## src/rtl/rfc_pkg.sv

```systemverilog
package rfc_pkg;

  localparam int WORD_W  = 32;
  localparam int PEND_W  = 5;
  localparam int OWN_BIT = 31;
  localparam int EOR_BIT = 30;
  localparam int FS_BIT  = 29;

  // Pending vector order (index -> status bit): 4->15, 3->14, 2->13, 1->12, 0->11
  localparam int P_SRC_UNAV = 4;
  localparam int P_SRC_LEN  = 3;
  localparam int P_DST_UNAV = 2;
  localparam int P_DST_DONE = 1;
  localparam int P_DABF     = 0;

  typedef enum logic [3:0] {
    ST_IDLE,
    ST_SRC_W0,
    ST_SRC_LEN,
    ST_SRC_ADR,
    ST_SRC_DP,
    ST_SRC_CLR,
    ST_DST_W0,
    ST_DST_FIN,
    ST_DST_CLR
  } walk_state_e;

  function automatic logic [WORD_W-1:0] ring_next(input logic [WORD_W-1:0] ptr,
                                                  input logic [WORD_W-1:0] base,
                                                  input logic [WORD_W-1:0] stride,
                                                  input logic              eor);
    return eor ? base : ptr + stride;
  endfunction

  function automatic logic len_valid(input logic [WORD_W-1:0] len,
                                     input logic [WORD_W-1:0] max_len);
    return (len != '0) && (len <= max_len);
  endfunction

  function automatic logic [WORD_W-1:0] drop_own(input logic [WORD_W-1:0] w);
    logic [WORD_W-1:0] r;
    r = w;
    r[OWN_BIT] = 1'b0;
    return r;
  endfunction

endpackage

```

## src/rtl/rfc_ring_ptr.sv

```systemverilog
module rfc_ring_ptr
  import rfc_pkg::*;
#(
  parameter int STRIDE = 16
) (
  input  logic              clk,
  input  logic              rst_n,
  input  logic              load,
  input  logic [WORD_W-1:0] load_val,
  input  logic              advance,
  input  logic              eor,
  input  logic [WORD_W-1:0] base,
  output logic [WORD_W-1:0] ptr
);

  localparam logic [WORD_W-1:0] STEP = WORD_W'(STRIDE);

  always_ff @(posedge clk or negedge rst_n) begin
    if (!rst_n) begin
      ptr <= '0;
    end else if (load) begin
      ptr <= load_val;
    end else if (advance) begin
      ptr <= ring_next(ptr, base, STEP, eor);
    end
  end

endmodule

```

## src/rtl/rfc_regs.sv

```systemverilog
module rfc_regs
  import rfc_pkg::*;
(
  input  logic              clk,
  input  logic              rst_n,
  input  logic              reg_we,
  input  logic [3:0]        reg_addr,
  input  logic [WORD_W-1:0] reg_wdata,
  output logic [WORD_W-1:0] reg_rdata,
  input  logic [PEND_W-1:0] ev_set,
  output logic [WORD_W-1:0] src_base,
  output logic [WORD_W-1:0] dst_base,
  output logic              src_load,
  output logic [WORD_W-1:0] src_load_val,
  output logic              dst_load,
  output logic [WORD_W-1:0] dst_load_val,
  output logic              kick,
  output logic              sreset,
  output logic [PEND_W-1:0] pend,
  output logic              irq
);

  localparam logic [3:0] OFS_SRC = 4'h0;
  localparam logic [3:0] OFS_DST = 4'h4;
  localparam logic [3:0] OFS_CMD = 4'h8;
  localparam logic [3:0] OFS_CTL = 4'hC;
  localparam int         CKE_BIT = 6;

  logic              wr_src, wr_dst, wr_cmd, wr_ctl;
  logic [PEND_W-1:0] ctl_en;
  logic [8:0]        ctl_low;
  logic [PEND_W-1:0] w1c;

  assign wr_src = reg_we && (reg_addr == OFS_SRC);
  assign wr_dst = reg_we && (reg_addr == OFS_DST);
  assign wr_cmd = reg_we && (reg_addr == OFS_CMD);
  assign wr_ctl = reg_we && (reg_addr == OFS_CTL);

  assign sreset = wr_cmd && reg_wdata[0];
  assign kick   = wr_cmd && reg_wdata[1] && !reg_wdata[0] && ctl_low[CKE_BIT];
  assign w1c    = wr_cmd ? reg_wdata[15:11] : '0;

  assign src_load     = wr_src || sreset;
  assign src_load_val = wr_src ? reg_wdata : src_base;
  assign dst_load     = wr_dst || sreset;
  assign dst_load_val = wr_dst ? reg_wdata : dst_base;

  always_ff @(posedge clk or negedge rst_n) begin
    if (!rst_n) begin
      src_base <= '0;
      dst_base <= '0;
      ctl_en   <= '0;
      ctl_low  <= '0;
    end else begin
      if (wr_src) src_base <= reg_wdata;
      if (wr_dst) dst_base <= reg_wdata;
      if (wr_ctl) begin
        ctl_en  <= reg_wdata[15:11];
        ctl_low <= reg_wdata[8:0];
      end
    end
  end

  // Events win over a same-cycle clear; soft reset wins over both.
  always_ff @(posedge clk or negedge rst_n) begin
    if (!rst_n) begin
      pend <= '0;
    end else if (sreset) begin
      pend <= '0;
    end else begin
      pend <= (pend & ~w1c) | ev_set;
    end
  end

  assign irq = |(pend & ctl_en);

  always_comb begin
    unique case (reg_addr)
      OFS_SRC: reg_rdata = src_base;
      OFS_DST: reg_rdata = dst_base;
      OFS_CMD: reg_rdata = {16'h0, pend, 11'h0};
      OFS_CTL: reg_rdata = {16'h0, ctl_en, 2'b00, ctl_low};
      default: reg_rdata = '0;
    endcase
  end

endmodule

```

## src/rtl/rfc_walker.sv

```systemverilog
module rfc_walker
  import rfc_pkg::*;
#(
  parameter int MAX_LEN = 8192
) (
  input  logic              clk,
  input  logic              rst_n,
  input  logic              kick,
  input  logic              sreset,
  input  logic [WORD_W-1:0] src_ptr,
  input  logic [WORD_W-1:0] dst_ptr,
  output logic              mem_req,
  output logic              mem_we,
  output logic [WORD_W-1:0] mem_addr,
  output logic [WORD_W-1:0] mem_wdata,
  input  logic              mem_gnt,
  input  logic [WORD_W-1:0] mem_rdata,
  output logic              dp_valid,
  output logic              dp_first,
  output logic [WORD_W-1:0] dp_addr,
  output logic [WORD_W-1:0] dp_len,
  input  logic              dp_ready,
  output logic              dp_fin,
  input  logic              dp_fin_ack,
  input  logic              dp_buf_flag,
  output logic              src_adv,
  output logic              src_eor,
  output logic              dst_adv,
  output logic              dst_eor,
  output logic [PEND_W-1:0] ev_set,
  output logic              busy
);

  localparam logic [WORD_W-1:0] LEN_OFS = WORD_W'(4);
  localparam logic [WORD_W-1:0] ADR_OFS = WORD_W'(12);
  localparam logic [WORD_W-1:0] LEN_MAX = WORD_W'(MAX_LEN);

  walk_state_e       state;
  logic [WORD_W-1:0] sw0, dw0, slen, sadr;
  logic              in_req, close_pend;
  logic              rd_own, rd_fs, rd_len_ok;

  assign rd_own    = mem_rdata[OWN_BIT];
  assign rd_fs     = mem_rdata[FS_BIT];
  assign rd_len_ok = len_valid(mem_rdata, LEN_MAX);

  assign busy = (state != ST_IDLE);

  always_comb begin
    mem_req   = 1'b0;
    mem_we    = 1'b0;
    mem_addr  = src_ptr;
    mem_wdata = '0;
    unique case (state)
      ST_SRC_W0:  mem_req = 1'b1;
      ST_SRC_LEN: begin mem_req = 1'b1; mem_addr = src_ptr + LEN_OFS; end
      ST_SRC_ADR: begin mem_req = 1'b1; mem_addr = src_ptr + ADR_OFS; end
      ST_SRC_CLR: begin mem_req = 1'b1; mem_we = 1'b1; mem_wdata = drop_own(sw0); end
      ST_DST_W0:  begin mem_req = 1'b1; mem_addr = dst_ptr; end
      ST_DST_CLR: begin
        mem_req   = 1'b1;
        mem_we    = 1'b1;
        mem_addr  = dst_ptr;
        mem_wdata = drop_own(dw0);
      end
      default: ;
    endcase
  end

  assign dp_valid = (state == ST_SRC_DP);
  assign dp_first = !in_req;
  assign dp_addr  = sadr;
  assign dp_len   = slen;
  assign dp_fin   = (state == ST_DST_FIN);

  assign src_adv = (state == ST_SRC_CLR) && mem_gnt;
  assign src_eor = sw0[EOR_BIT];
  assign dst_adv = (state == ST_DST_CLR) && mem_gnt;
  assign dst_eor = dw0[EOR_BIT];

  always_comb begin
    ev_set             = '0;
    ev_set[P_SRC_UNAV] = (state == ST_SRC_W0) && mem_gnt && !rd_own && !in_req;
    ev_set[P_SRC_LEN]  = (state == ST_SRC_LEN) && mem_gnt && !rd_len_ok;
    ev_set[P_DST_UNAV] = (state == ST_DST_W0) && mem_gnt && !rd_own;
    ev_set[P_DST_DONE] = (state == ST_DST_CLR) && mem_gnt;
    ev_set[P_DABF]     = (state == ST_DST_FIN) && dp_fin_ack && dp_buf_flag;
  end

  always_ff @(posedge clk or negedge rst_n) begin
    if (!rst_n) begin
      state      <= ST_IDLE;
      sw0        <= '0;
      dw0        <= '0;
      slen       <= '0;
      sadr       <= '0;
      in_req     <= 1'b0;
      close_pend <= 1'b0;
    end else if (sreset) begin
      state      <= ST_IDLE;
      in_req     <= 1'b0;
      close_pend <= 1'b0;
    end else begin
      unique case (state)
        ST_IDLE: if (kick) state <= close_pend ? ST_DST_W0 : ST_SRC_W0;
        ST_SRC_W0: if (mem_gnt) begin
          sw0 <= mem_rdata;
          if (!rd_own) begin
            if (in_req) begin
              close_pend <= 1'b1;
              state      <= ST_DST_W0;
            end else begin
              state <= ST_IDLE;
            end
          end else if (in_req && rd_fs) begin
            close_pend <= 1'b1;
            state      <= ST_DST_W0;
          end else begin
            state <= ST_SRC_LEN;
          end
        end
        ST_SRC_LEN: if (mem_gnt) begin
          if (!rd_len_ok) begin
            in_req <= 1'b0;
            state  <= ST_IDLE;
          end else begin
            slen  <= mem_rdata;
            state <= ST_SRC_ADR;
          end
        end
        ST_SRC_ADR: if (mem_gnt) begin
          sadr  <= mem_rdata;
          state <= ST_SRC_DP;
        end
        ST_SRC_DP: if (dp_ready) state <= ST_SRC_CLR;
        ST_SRC_CLR: if (mem_gnt) begin
          in_req <= 1'b1;
          state  <= ST_SRC_W0;
        end
        ST_DST_W0: if (mem_gnt) begin
          if (!rd_own) begin
            state <= ST_IDLE;
          end else begin
            dw0   <= mem_rdata;
            state <= ST_DST_FIN;
          end
        end
        ST_DST_FIN: if (dp_fin_ack) state <= ST_DST_CLR;
        ST_DST_CLR: if (mem_gnt) begin
          in_req     <= 1'b0;
          close_pend <= 1'b0;
          state      <= ST_SRC_W0;
        end
        default: state <= ST_IDLE;
      endcase
    end
  end

endmodule

```

## src/rtl/desc_ring_ctrl.sv

```systemverilog
module desc_ring_ctrl
  import rfc_pkg::*;
#(
  parameter int MAX_LEN    = 8192,
  parameter int SRC_STRIDE = 16,
  parameter int DST_STRIDE = 32
) (
  input  logic        clk,
  input  logic        rst_n,
  input  logic        reg_we,
  input  logic [3:0]  reg_addr,
  input  logic [31:0] reg_wdata,
  output logic [31:0] reg_rdata,
  output logic        mem_req,
  output logic        mem_we,
  output logic [31:0] mem_addr,
  output logic [31:0] mem_wdata,
  input  logic        mem_gnt,
  input  logic [31:0] mem_rdata,
  output logic        dp_valid,
  output logic        dp_first,
  output logic [31:0] dp_addr,
  output logic [31:0] dp_len,
  input  logic        dp_ready,
  output logic        dp_fin,
  input  logic        dp_fin_ack,
  input  logic        dp_buf_flag,
  output logic        irq,
  output logic        busy
);

  localparam int NRING = 2;

  logic [PEND_W-1:0] ev_set;
  logic [PEND_W-1:0] pend;
  logic              kick, sreset;
  logic              ev_sdu, ev_sdl;

  logic [WORD_W-1:0] ring_base [NRING];
  logic [WORD_W-1:0] ring_lval [NRING];
  logic [WORD_W-1:0] ring_ptr  [NRING];
  logic              ring_load [NRING];
  logic              ring_adv  [NRING];
  logic              ring_eor  [NRING];

  assign ev_sdu = ev_set[P_SRC_UNAV];
  assign ev_sdl = ev_set[P_SRC_LEN];

  rfc_regs u_regs (
    .clk          (clk),
    .rst_n        (rst_n),
    .reg_we       (reg_we),
    .reg_addr     (reg_addr),
    .reg_wdata    (reg_wdata),
    .reg_rdata    (reg_rdata),
    .ev_set       (ev_set),
    .src_base     (ring_base[0]),
    .dst_base     (ring_base[1]),
    .src_load     (ring_load[0]),
    .src_load_val (ring_lval[0]),
    .dst_load     (ring_load[1]),
    .dst_load_val (ring_lval[1]),
    .kick         (kick),
    .sreset       (sreset),
    .pend         (pend),
    .irq          (irq)
  );

  for (genvar g = 0; g < NRING; g++) begin : g_ring
    rfc_ring_ptr #(
      .STRIDE ((g == 0) ? SRC_STRIDE : DST_STRIDE)
    ) u_ptr (
      .clk      (clk),
      .rst_n    (rst_n),
      .load     (ring_load[g]),
      .load_val (ring_lval[g]),
      .advance  (ring_adv[g]),
      .eor      (ring_eor[g]),
      .base     (ring_base[g]),
      .ptr      (ring_ptr[g])
    );
  end

  rfc_walker #(
    .MAX_LEN (MAX_LEN)
  ) u_walker (
    .clk         (clk),
    .rst_n       (rst_n),
    .kick        (kick),
    .sreset      (sreset),
    .src_ptr     (ring_ptr[0]),
    .dst_ptr     (ring_ptr[1]),
    .mem_req     (mem_req),
    .mem_we      (mem_we),
    .mem_addr    (mem_addr),
    .mem_wdata   (mem_wdata),
    .mem_gnt     (mem_gnt),
    .mem_rdata   (mem_rdata),
    .dp_valid    (dp_valid),
    .dp_first    (dp_first),
    .dp_addr     (dp_addr),
    .dp_len      (dp_len),
    .dp_ready    (dp_ready),
    .dp_fin      (dp_fin),
    .dp_fin_ack  (dp_fin_ack),
    .dp_buf_flag (dp_buf_flag),
    .src_adv     (ring_adv[0]),
    .src_eor     (ring_eor[0]),
    .dst_adv     (ring_adv[1]),
    .dst_eor     (ring_eor[1]),
    .ev_set      (ev_set),
    .busy        (busy)
  );

endmodule

```

## config.mk

```make
export PLATFORM = sky130hd
export DESIGN_NAME = desc_ring_ctrl
export DESIGN_NICKNAME = d
export VERILOG_FILES = /design/src/rtl/rfc_pkg.sv /design/src/rtl/rfc_ring_ptr.sv /design/src/rtl/rfc_regs.sv /design/src/rtl/rfc_walker.sv /design/src/rtl/desc_ring_ctrl.sv
export SDC_FILE = /design/constraint.sdc
export NUM_CORES = 1
export LEC_CHECK = 0
export BUFFER_PORTS_ARGS = -buffer_cell sky130_fd_sc_hd__buf_2
export CORE_ASPECT_RATIO = 0.75
export CORE_MARGIN = 2
export CORE_UTILIZATION = 62
export DETAILED_ROUTE_END_ITERATION = 12
export PLACE_DENSITY = 0.87
export SLEW_MARGIN = 20
export SYNTH_ARGS = -nofsm -noshare
export SYNTH_HDL_FRONTEND = slang
export SYNTH_SLANG_ARGS = --single-unit
export TNS_END_PERCENT = 1
```

## constraint.sdc

```tcl
create_clock -name clk -period 3.9 [get_ports clk]
set_input_delay 0.78 -clock clk [delete_from_list [all_inputs] [get_ports clk]]
set_output_delay 0.78 -clock clk [all_outputs]
set_load 0.02 [all_outputs]
```

# Word-level counts from Yosys, hierarchy flattened
# Index checks and enable logic that the tools add are counted.
# word_totals
latch_bits,0
word_cells,137
out_inout_bits,167
memories,0
mem_bits_ro,0
input_bits,75
ram_bits,0
regBits,279
# classes
n_mux,43
reduce_logical,46
n_lt_le_gt_ge,1
eq_ne,24
n_addsub,4
mul,0
div_mod_pow,0
bitwise,5
n_shift,0
# op_table
cell,count
two-way mux 32 bit,8
case mux 32 bit (4 select lines),1
case mux 32 bit (3 select lines),1
case mux 31 bit (2 select lines),1
two-way mux 4 bit,10
adder 32 x 3 -> 32 bit (second input constant),1
adder 32 x 4 -> 32 bit (second input constant),1
adder 32 x 5 -> 32 bit (second input constant),1
adder 32 x 6 -> 32 bit (second input constant),1
less-or-equal comparator 32 x 14 -> 1 bit (second input constant),1
case mux 4 bit (8 select lines),1
nonzero test 32 bit,1
inequality test 3 bit (second input constant),8
logical AND 1 bit,21
== test 4 x 3 -> 1 bit (second input constant),5
== test 4 bit (second input constant),3
two-way mux 1 bit,12
two-way mux 3 bit,4
bitwise AND 5 bit,2
two-way mux 5 bit,2
AND reduction 5 bit,2
inequality test 3 x 1 -> 1 bit (second input constant),3
== test 4 x 2 -> 1 bit (second input constant),2
logical NOT 4 bit,2
20 further kinds,29

# Depth between registers and ports, before layout
# Gate-level depths: netlist of the first run.
# logic_depth
word_depth,8
ltp_mapped,9

# Hierarchy
# Synthesis of the first run repeated with hierarchy kept, for this count alone.
# unflattened
hier_cells,1405
hier_area_um2,15077.0
# by_module_without_submodules
mod,cells_each,area_each_um2,n_inst
rfc_walker,583,6638.9,1
rfc_regs,266,3818.7,1
rfc_ring_ptr at g_ring[1].u_ptr,275,2356.0,1
rfc_ring_ptr at g_ring[0].u_ptr,281,2263.4,1

# Least setup slack after synthesis of the first run
# Ideal clock, no wire load.
# synth_path
kind,reg2out
startpoint,reg u_walker.state[3]
endpoint,out mem_addr[19]
n_path_buf,0
t_required_ps,3120
stages_incl_launch_ff,9
arrival_ps,2580
path_slack_ps,540
cell_sequence,dfrtp_1 nor2_1 nand2_1 nor2_1 ha_1 a21oi_1 nor4_1 nand2_1 o311ai_0
# synth_between
elab_chain_len,3
elab_cells_between_ends,6
classes_between,eq/ne (4); mux (1); reduce/logical (1)
# synth_rtl
element,line_no,rtl
"start, declared",rfc_walker.sv:38,walk_state_e state;
"start signal, assigned",rfc_walker.sv:105,ST_IDLE: if (kick) state <= close_pend ? ST_DST_W0 : ST_SRC_W0;
== test 4 x 3 -> 1 bit or == test 4 bit (tied branches),rfc_walker.sv:54,unique case (state)
OR reduction 2 bit (no line),--,
case mux 32 bit (3 select lines) *,rfc_walker.sv:54,
"end, declared",desc_ring_ctrl.sv:16,"output logic [31:0] mem_addr,"
# Mark *: on every way between the ends. The rest lies on a longest branch, timed or not.

# Worst setup path after layout of the first run
# layout_path
startpoint,reg u_walker.state[3]
endpoint,out mem_addr[7]
# The elaborated chain is that of the path after synthesis.

==> results.ini, run 1 <==
[status]
status = complete, no violations

[clock_tree]
path_clk_slew_ns = 0.07
root_buffer = clkbuf_16
post_cts_buffers = 0
clock_latency_ns = 0.54
htree_levels = 1
hold_buffers = 0
cts_tree = done
clk_path_buf_depth = 3
cts_buffers = 27
clock_sinks = 279

[logic_synthesis]
synth_fp_nets = 1445
postSynthAreaPerCell_sq_um = 10.7
ys_ff_latch = 279
synthArstFlopShare_pct = 100
synth_seq_area_share_pct = 47.7
synthCells = 1366
ys_warn_count = 0
synth_edf_count = 0
syn_area_sq_mm = 0.0146
netlist-cell-type-count = 73
synthFlopType = dfrtp_1

[route]
dr.pass1.iters = 9
routed_via_density = 6.77
routed_wl_mm = 46.2
routedWlPerCell_um = 24.4
route.detailed.drc = 0
drt_iter0_drc = 1706
vias = 12830
drtAntennaViolNets = 0

[final_layout]
drive_gt1_share_pct = 33.7
final_nets = 1652
final_cell_area_sq_mm = 0.0171
synthToLayoutAreaGrowth_pct = 17.1

[timing]
setup_viol = 0
layout_min_cycle_time_ns = 3.79
setup_tns_ns = 0
min_period_over_period_pct = 97.1
fin_skew_ns = 0.0102
max_slew_margin_pct = 22.6
final-hold-violation-count = 0
worst_pin_slew_ns = 1.16
slew_violations = 0
fmax_mhz = 264
rsz0062_at_grt = no

[worst_setup_path]
start_kind = register
r2r_slack_ns = 0.90
r2r-start = u_walker.state[1]
cp.required_ns = 3.12
worstSetupPathType = reg2out
reg2reg_depth = 7
r2r-end = g_ring[1].u_ptr.ptr[30]
worstSetupEndpointType = output port
worstPathArrival_ns = 3.01
worstPathMaxFanout = 11

[grt]
grt_use_total_pct = 37.0
antenna_found_initial = 2
grt_pass1_vias = 12470
grt_max_degree = 111
grt_first_pass_wirelength_mm = 71.7
overflow = 0

[placed_design]
place_area_sq_mm = 0.0162
io_buffers = 240
dp_hpwl_mm = 32.2
gp_congestion = 1.03

[die]
die_y_um = 137
rows = 48
core-area_sq_mm = 0.0231
num_io_pins = 242
start_util_pct = 63.3
die_area_sq_mm = 0.0249
die_w_um = 181

[job]
maxCapViolations = 0

[power]
p_leak_nw = 8.11
cellPowerDensity_mw_per_mm2 = 635
ir_drop_v = 0.000514

[min_path]
holdCritPathClass = in2async

-- flip-flops by register name (all words and copies together), names as in the netlist --
| name | flops |
|---|---|
| u_walker.in_req | 1 |
| u_walker.dp_addr | 32 |
| u_walker.sw0 | 31 |
| u_walker.dw0 | 31 |
| u_walker.state | 4 |
| u_walker.close_pend | 1 |
| g_ring.u_ptr.ptr | 64 |
| u_regs.ctl_low | 9 |
| u_regs.ctl_en | 5 |
| u_regs.dst_base | 32 |
| u_regs.src_base | 32 |
| u_walker.dp_len | 32 |
| u_regs.pend | 5 |
-- final cells by class --
type                            count  area [sq um]
Clock buffer                       37           773
Fill cell                        1570          5980
Multi-Input combinational cell    969          7200
Clock inverter                     12           175
Sequential cell                   279          6980
Antenna cell                        1          2.50
Timing Repair Buffer              279          1570
Inverter                           17          63.8
Tap cell                          300           375
-- how the worst max path moves through the flow --
stage                         endpoint  cells past startpoint         startpoint
CTS                       mem_addr[19]                     10  u_walker.state[3]
global route              mem_addr[11]                      7  u_walker.state[3]
global placement    u_walker.dp_len[3]                      6        reg_addr[2]
floorplan                 mem_addr[19]                      8  u_walker.state[3]
detailed placement        mem_addr[19]                     10  u_walker.state[3]
finish                     mem_addr[7]                      8  u_walker.state[3]
-- per-layer routing --
metal	GRT usage, %	part of all wire [%]	vias up	wire length, um
met5	0	0	-	0
met4	9.12	2.5	0	1170
met3	13.8	14	108	6450
met2	55.1	44	883	20100
met1	51.5	40	6358	18500
li1	-	-	5481	-
-- logic make-up (layout without fill, tap and decap cells) --
| family | count (synthesis) | after routing | share of synthesized area (%) |
|---|---|---|---|
| buffers and inverters | 118 | 345 | 3.62 |
| AND/OR/NAND/NOR | 396 | 396 | 13.8 |
| flip-flops | 279 | 279 | 47.7 |
| multiplexers | 219 | 219 | 17.3 |
| AO/OA/AOI/OAI | 310 | 310 | 14.9 |
| other | 1 | 2 | 0.0256 |
| adder cells (fa/ha/maj) | 4 | 4 | 0.393 |
| XOR/XNOR | 39 | 39 | 2.33 |
-- power by group --
| part | switching (mW) | internal [mW] | total (mW) |
|---|---|---|---|
| clock network | 1.15 | 1.66 | 2.81 |
| logic | 2.04 | 1.46 | 3.50 |
| registers | 0.910 | 3.66 | 4.57 |
-- worst max-delay path, cell delays in order, from the launching register on --
cell      delay, ns
dfrtp_1        0.38
nor2_1         0.12
nand2_1        0.10
nor2_2         0.20
ha_1           0.22
a21o_1         0.18
nand2_1        0.28
o311ai_0       0.69
buf_2          0.29
-- placed cells by master, fill, tap and decap left out, drive strengths merged, types with 28 or more instances in the layout --
master / Yosys / routed
dfrtp: 279 / 279
buf: 42 / 279
mux2: 188 / 188
nand2: 108 / 108
nor2: 83 / 83
a21oi: 67 / 67
nand3: 61 / 61
o21ai: 58 / 58
a22o: 52 / 52
clkbuf: 59 / 37
xnor2: 30 / 30
and2: 28 / 28
-- synthesized netlist by cell type, drive strengths merged (15+ instances only) --
| cell type | number | share of area (%) |
|---|---|---|
| dfrtp | 279 | 48 |
| mux2 | 188 | 15 |
| nand2 | 108 | 2.8 |
| nor2 | 83 | 2.2 |
| a21oi | 67 | 2.3 |
| nand3 | 61 | 2.1 |
| clkbuf | 59 | 1.5 |
| o21ai | 58 | 2.0 |
| a22o | 52 | 3.1 |
| buf | 42 | 1.7 |
| xnor2 | 30 | 1.8 |
| and2 | 28 | 1.2 |
| mux2i | 26 | 1.8 |
| a221o | 25 | 1.7 |
| nor3 | 25 | 0.85 |
| o311ai | 24 | 1.4 |
| and3 | 21 | 0.90 |
| nand4 | 21 | 0.94 |
| inv | 17 | 0.44 |
| nor4 | 15 | 0.91 |
| o22ai | 15 | 0.64 |
-- repair_timing --
action                     4_1_cts  5_1_grt
pin swaps                        0        1
gates resized for setup          1        7
setup endpoints to repair        2       13
-- through the flow --
step	total power, mW	hold WS (ns)	setup slack [ns]	std cells	util, %
2_1_floorplan	6.62	0.459	0.540	1366	-
3_3_place_gp	7.77	0.463	0.592	1844	69.9
3_5_place_dp	7.93	0.467	0.449	1844	69.9
4_1_cts	10.8	0.364	0.0768	1893	74.0
5_1_grt	11.3	0.392	0.00313	1893	74.1
6_report	10.9	0.318	0.115	1894	74.1
Note: power is estimated with default switching activity, not from simulation.
==> run 2, diff against run 1 <==
--- a/config.mk
+++ b/config.mk
@@ -5,12 +5,13 @@
 export SDC_FILE = /design/constraint.sdc
 export NUM_CORES = 1
 export LEC_CHECK = 0
+export ABC_AREA = 1
 export BUFFER_PORTS_ARGS = -buffer_cell sky130_fd_sc_hd__buf_2
 export CORE_ASPECT_RATIO = 0.75
 export CORE_MARGIN = 2
 export CORE_UTILIZATION = 62
 export DETAILED_ROUTE_END_ITERATION = 12
-export PLACE_DENSITY = 0.87
+export PLACE_DENSITY = 0.86
 export SLEW_MARGIN = 20
 export SYNTH_ARGS = -nofsm -noshare
 export SYNTH_HDL_FRONTEND = slang
==> results.ini, run 2 <==
[timing]
setup_tns_ns = 0
min_period_over_period_pct = 99.9
setup_viol = 0
fin_hold_ws_ns = 0.233
worst_pin_slew_ns = 0.878
fmax_mhz = 257
final-hold-violation-count = 0
rsz0062_at_grt = yes
fin_skew_ns = 0.00855
max_slew_margin_pct = 40.8
slew_violations = 0
layout_min_cycle_time_ns = 3.90

[route]
routedWlPerCell_um = 21.1
dr.pass1.iters = 6
routed_wl_mm = 54.8
routed_via_density = 6.06
vias = 15707
drt_iter0_drc = 2331
route.detailed.drc = 0
drtAntennaViolNets = 0

[die]
core-area_sq_mm = 0.0242
die_area_sq_mm = 0.0261
start_util_pct = 63.7
num_io_pins = 242
rows = 49
die_w_um = 186
die_y_um = 140

[logic_synthesis]
synth_top_family_by_area = simple AND/OR/NAND/NOR gates
synth.most_common_cell = nand2_1
synth-simple-area-share_pct = 27.0
ys_warn_count = 0
synth_seq_area_share_pct = 45.4
synth_fp_nets = 2116
synth.area.top_cells = dfrtp_1, nand2_1, o21ai_0, inv_1, nand3_1
synth-adder-area-share_pct = 0.374
synthCells = 2037
synth_edf_count = 0
syn_area_sq_mm = 0.0154
synth_top_area_share_pct = 45.4
ys_ff_latch = 279
netlist-cell-type-count = 54
synth.largest_area_cell = dfrtp_1
synthFlopType = dfrtp_1
synth_compound_area_share_pct = 16.6
synthTopCellsByCount = nand2_1, dfrtp_1, inv_1
synthMuxAreaShare_pct = 0.130
synthArstFlopShare_pct = 100
synth_xor_area_share_pct = 1.14
postSynthAreaPerCell_sq_um = 7.55

[clock_tree]
post_cts_buffers = 0
hold_buffers = 0
clk_path_buf_depth = 3
cts_buffers = 28
root_buffer = clkbuf_16
path_clk_slew_ns = 0.06
clock_latency_ns = 0.55
htree_levels = 1
clock_sinks = 279
cts_tree = done

[worst_setup_path]
worstPathArrival_ns = 3.12
r2r-start = u_walker.state[3]
r2r_slack_ns = 1.62
worstSetupPathType = reg2out
worstSetupEndpointType = output port
r2r-end = u_walker.dp_len[8]
cp.required_ns = 3.12
worstPathMaxFanout = 17
start_kind = register
reg2reg_depth = 8

[grt]
grt_first_pass_wirelength_mm = 82.9
antenna_found_initial = 1
grt_use_total_pct = 41.8
grt_pass1_vias = 14563
grt_max_degree = 99
overflow = 0

[power]
cellPowerDensity_mw_per_mm2 = 703
ir_drop_v = 0.000512
power_mw = 12.5
p_leak_nw = 9.31

[final_layout]
largest_register_ffs = 64
drive_gt1_share_pct = 17.2
synthToLayoutAreaGrowth_pct = 15.3
layout_common_cells = nand2_1, dfrtp_1, buf_2, inv_1, o21ai_0
final_nets = 2321
nFillCells = 1910
final_common_cell = nand2_1
fin_cells = 2594
regMostFlops = g_ring.u_ptr.ptr

[job]
maxCapViolations = 0

[status]
status = complete, no violations

[placed_design]
io_buffers = 240
gp_congestion = 1.03
dp.cells = 2543
dp_hpwl_mm = 39.6

[min_path]
holdCritPathClass = in2async

[run 2: cell count changes in the layout (fill, tap and decap cells not counted), sizes merged, moves of 25 or more]
cell,previous run,this run
nor2,83,134
xnor2,30,5
inv,18,241
o211ai,9,45
o21ai,58,256
a21oi,67,29
nand3,61,136
and2,28,0
mux2,188,0
a221o,25,0
nand2,108,676
[run 2: logic make-up (layout without fill, tap and decap cells)]
family	count (synthesis)	count (layout)
AO/OA/AOI/OAI	416	416
XOR/XNOR	20	20
other	1	2
AND/OR/NAND/NOR	979	979
multiplexers	2	2
adder cells (fa/ha/maj)	4	4
buffers and inverters	336	561
flip-flops	279	279
[run 2: power breakdown]
part           internal (mW)  total (mW)  switching [mW]  leakage (nW)
clock                   1.68        2.87            1.18         0.467
combinational           1.49        4.70            3.21          5.26
sequential              3.82        4.90            1.08          3.59
[run 2: worst max path at each step]
stage                       from            to  slack, ns
4_1_cts        u_walker.state[3]  mem_addr[16]       0.06
3_5_place_dp   u_walker.state[3]  mem_addr[16]       0.48
5_1_grt        u_walker.state[2]   mem_addr[5]      -0.01
3_3_place_gp   u_walker.state[3]  mem_addr[16]       0.61
2_1_floorplan  u_walker.state[3]  mem_addr[10]       0.70
6_report       u_walker.state[2]   mem_addr[8]      0.003
[run 2: through the flow]
stage	util (%)	cell area [sq um]	worst slack, ns
6_report	73.4	17700	0.00275
5_1_grt	73.4	17700	-0.0108
4_1_cts	73.4	17700	0.0578
3_5_place_dp	69.4	16800	0.479
3_3_place_gp	69.4	16800	0.608
2_1_floorplan	-	15400	0.699
[run 2: what timing repair did]
item,CTS,global route
gates cloned,0,0
endpoints found under the setup margin,2,11
pin swaps,0,0
resized for setup,1,4
[run 2: critical path, cell delays in order (launching register included)]
cell and delay [ns]:
dfrtp_1 0.42, inv_1 0.14, nor2_2 0.08, nand3_1 0.19, nand2_2 0.24, nor2_4 0.44
inv_1 0.46, o221ai_1 0.36, buf_2 0.23
[run 2: cell type report]
| type | instances | area (sq um) | share of cell area (%) |
|---|---|---|---|
| inverters | 242 | 918 | 5.18 |
| diodes | 1 | 2.50 | 0.0141 |
| clock inverters | 10 | 135 | 0.762 |
| well taps | 331 | 414 | 2.33 |
| clock buffers | 40 | 837 | 4.72 |
| flip-flops and latches | 279 | 6980 | 39.4 |
| multi-input cells | 1422 | 6970 | 39.3 |
| repair buffers | 269 | 1480 | 8.34 |
[run 2: layer usage]
layer  vias to the layer above  global-route usage, %  part of all wire (%)
met4                         0                   8.79                   2.1
li1                       7037                      -                     -
met2                      1103                   57.7                    41
met1                      7469                   61.0                    41
met3                        98                   18.4                    16
met5                         -                      0                     0
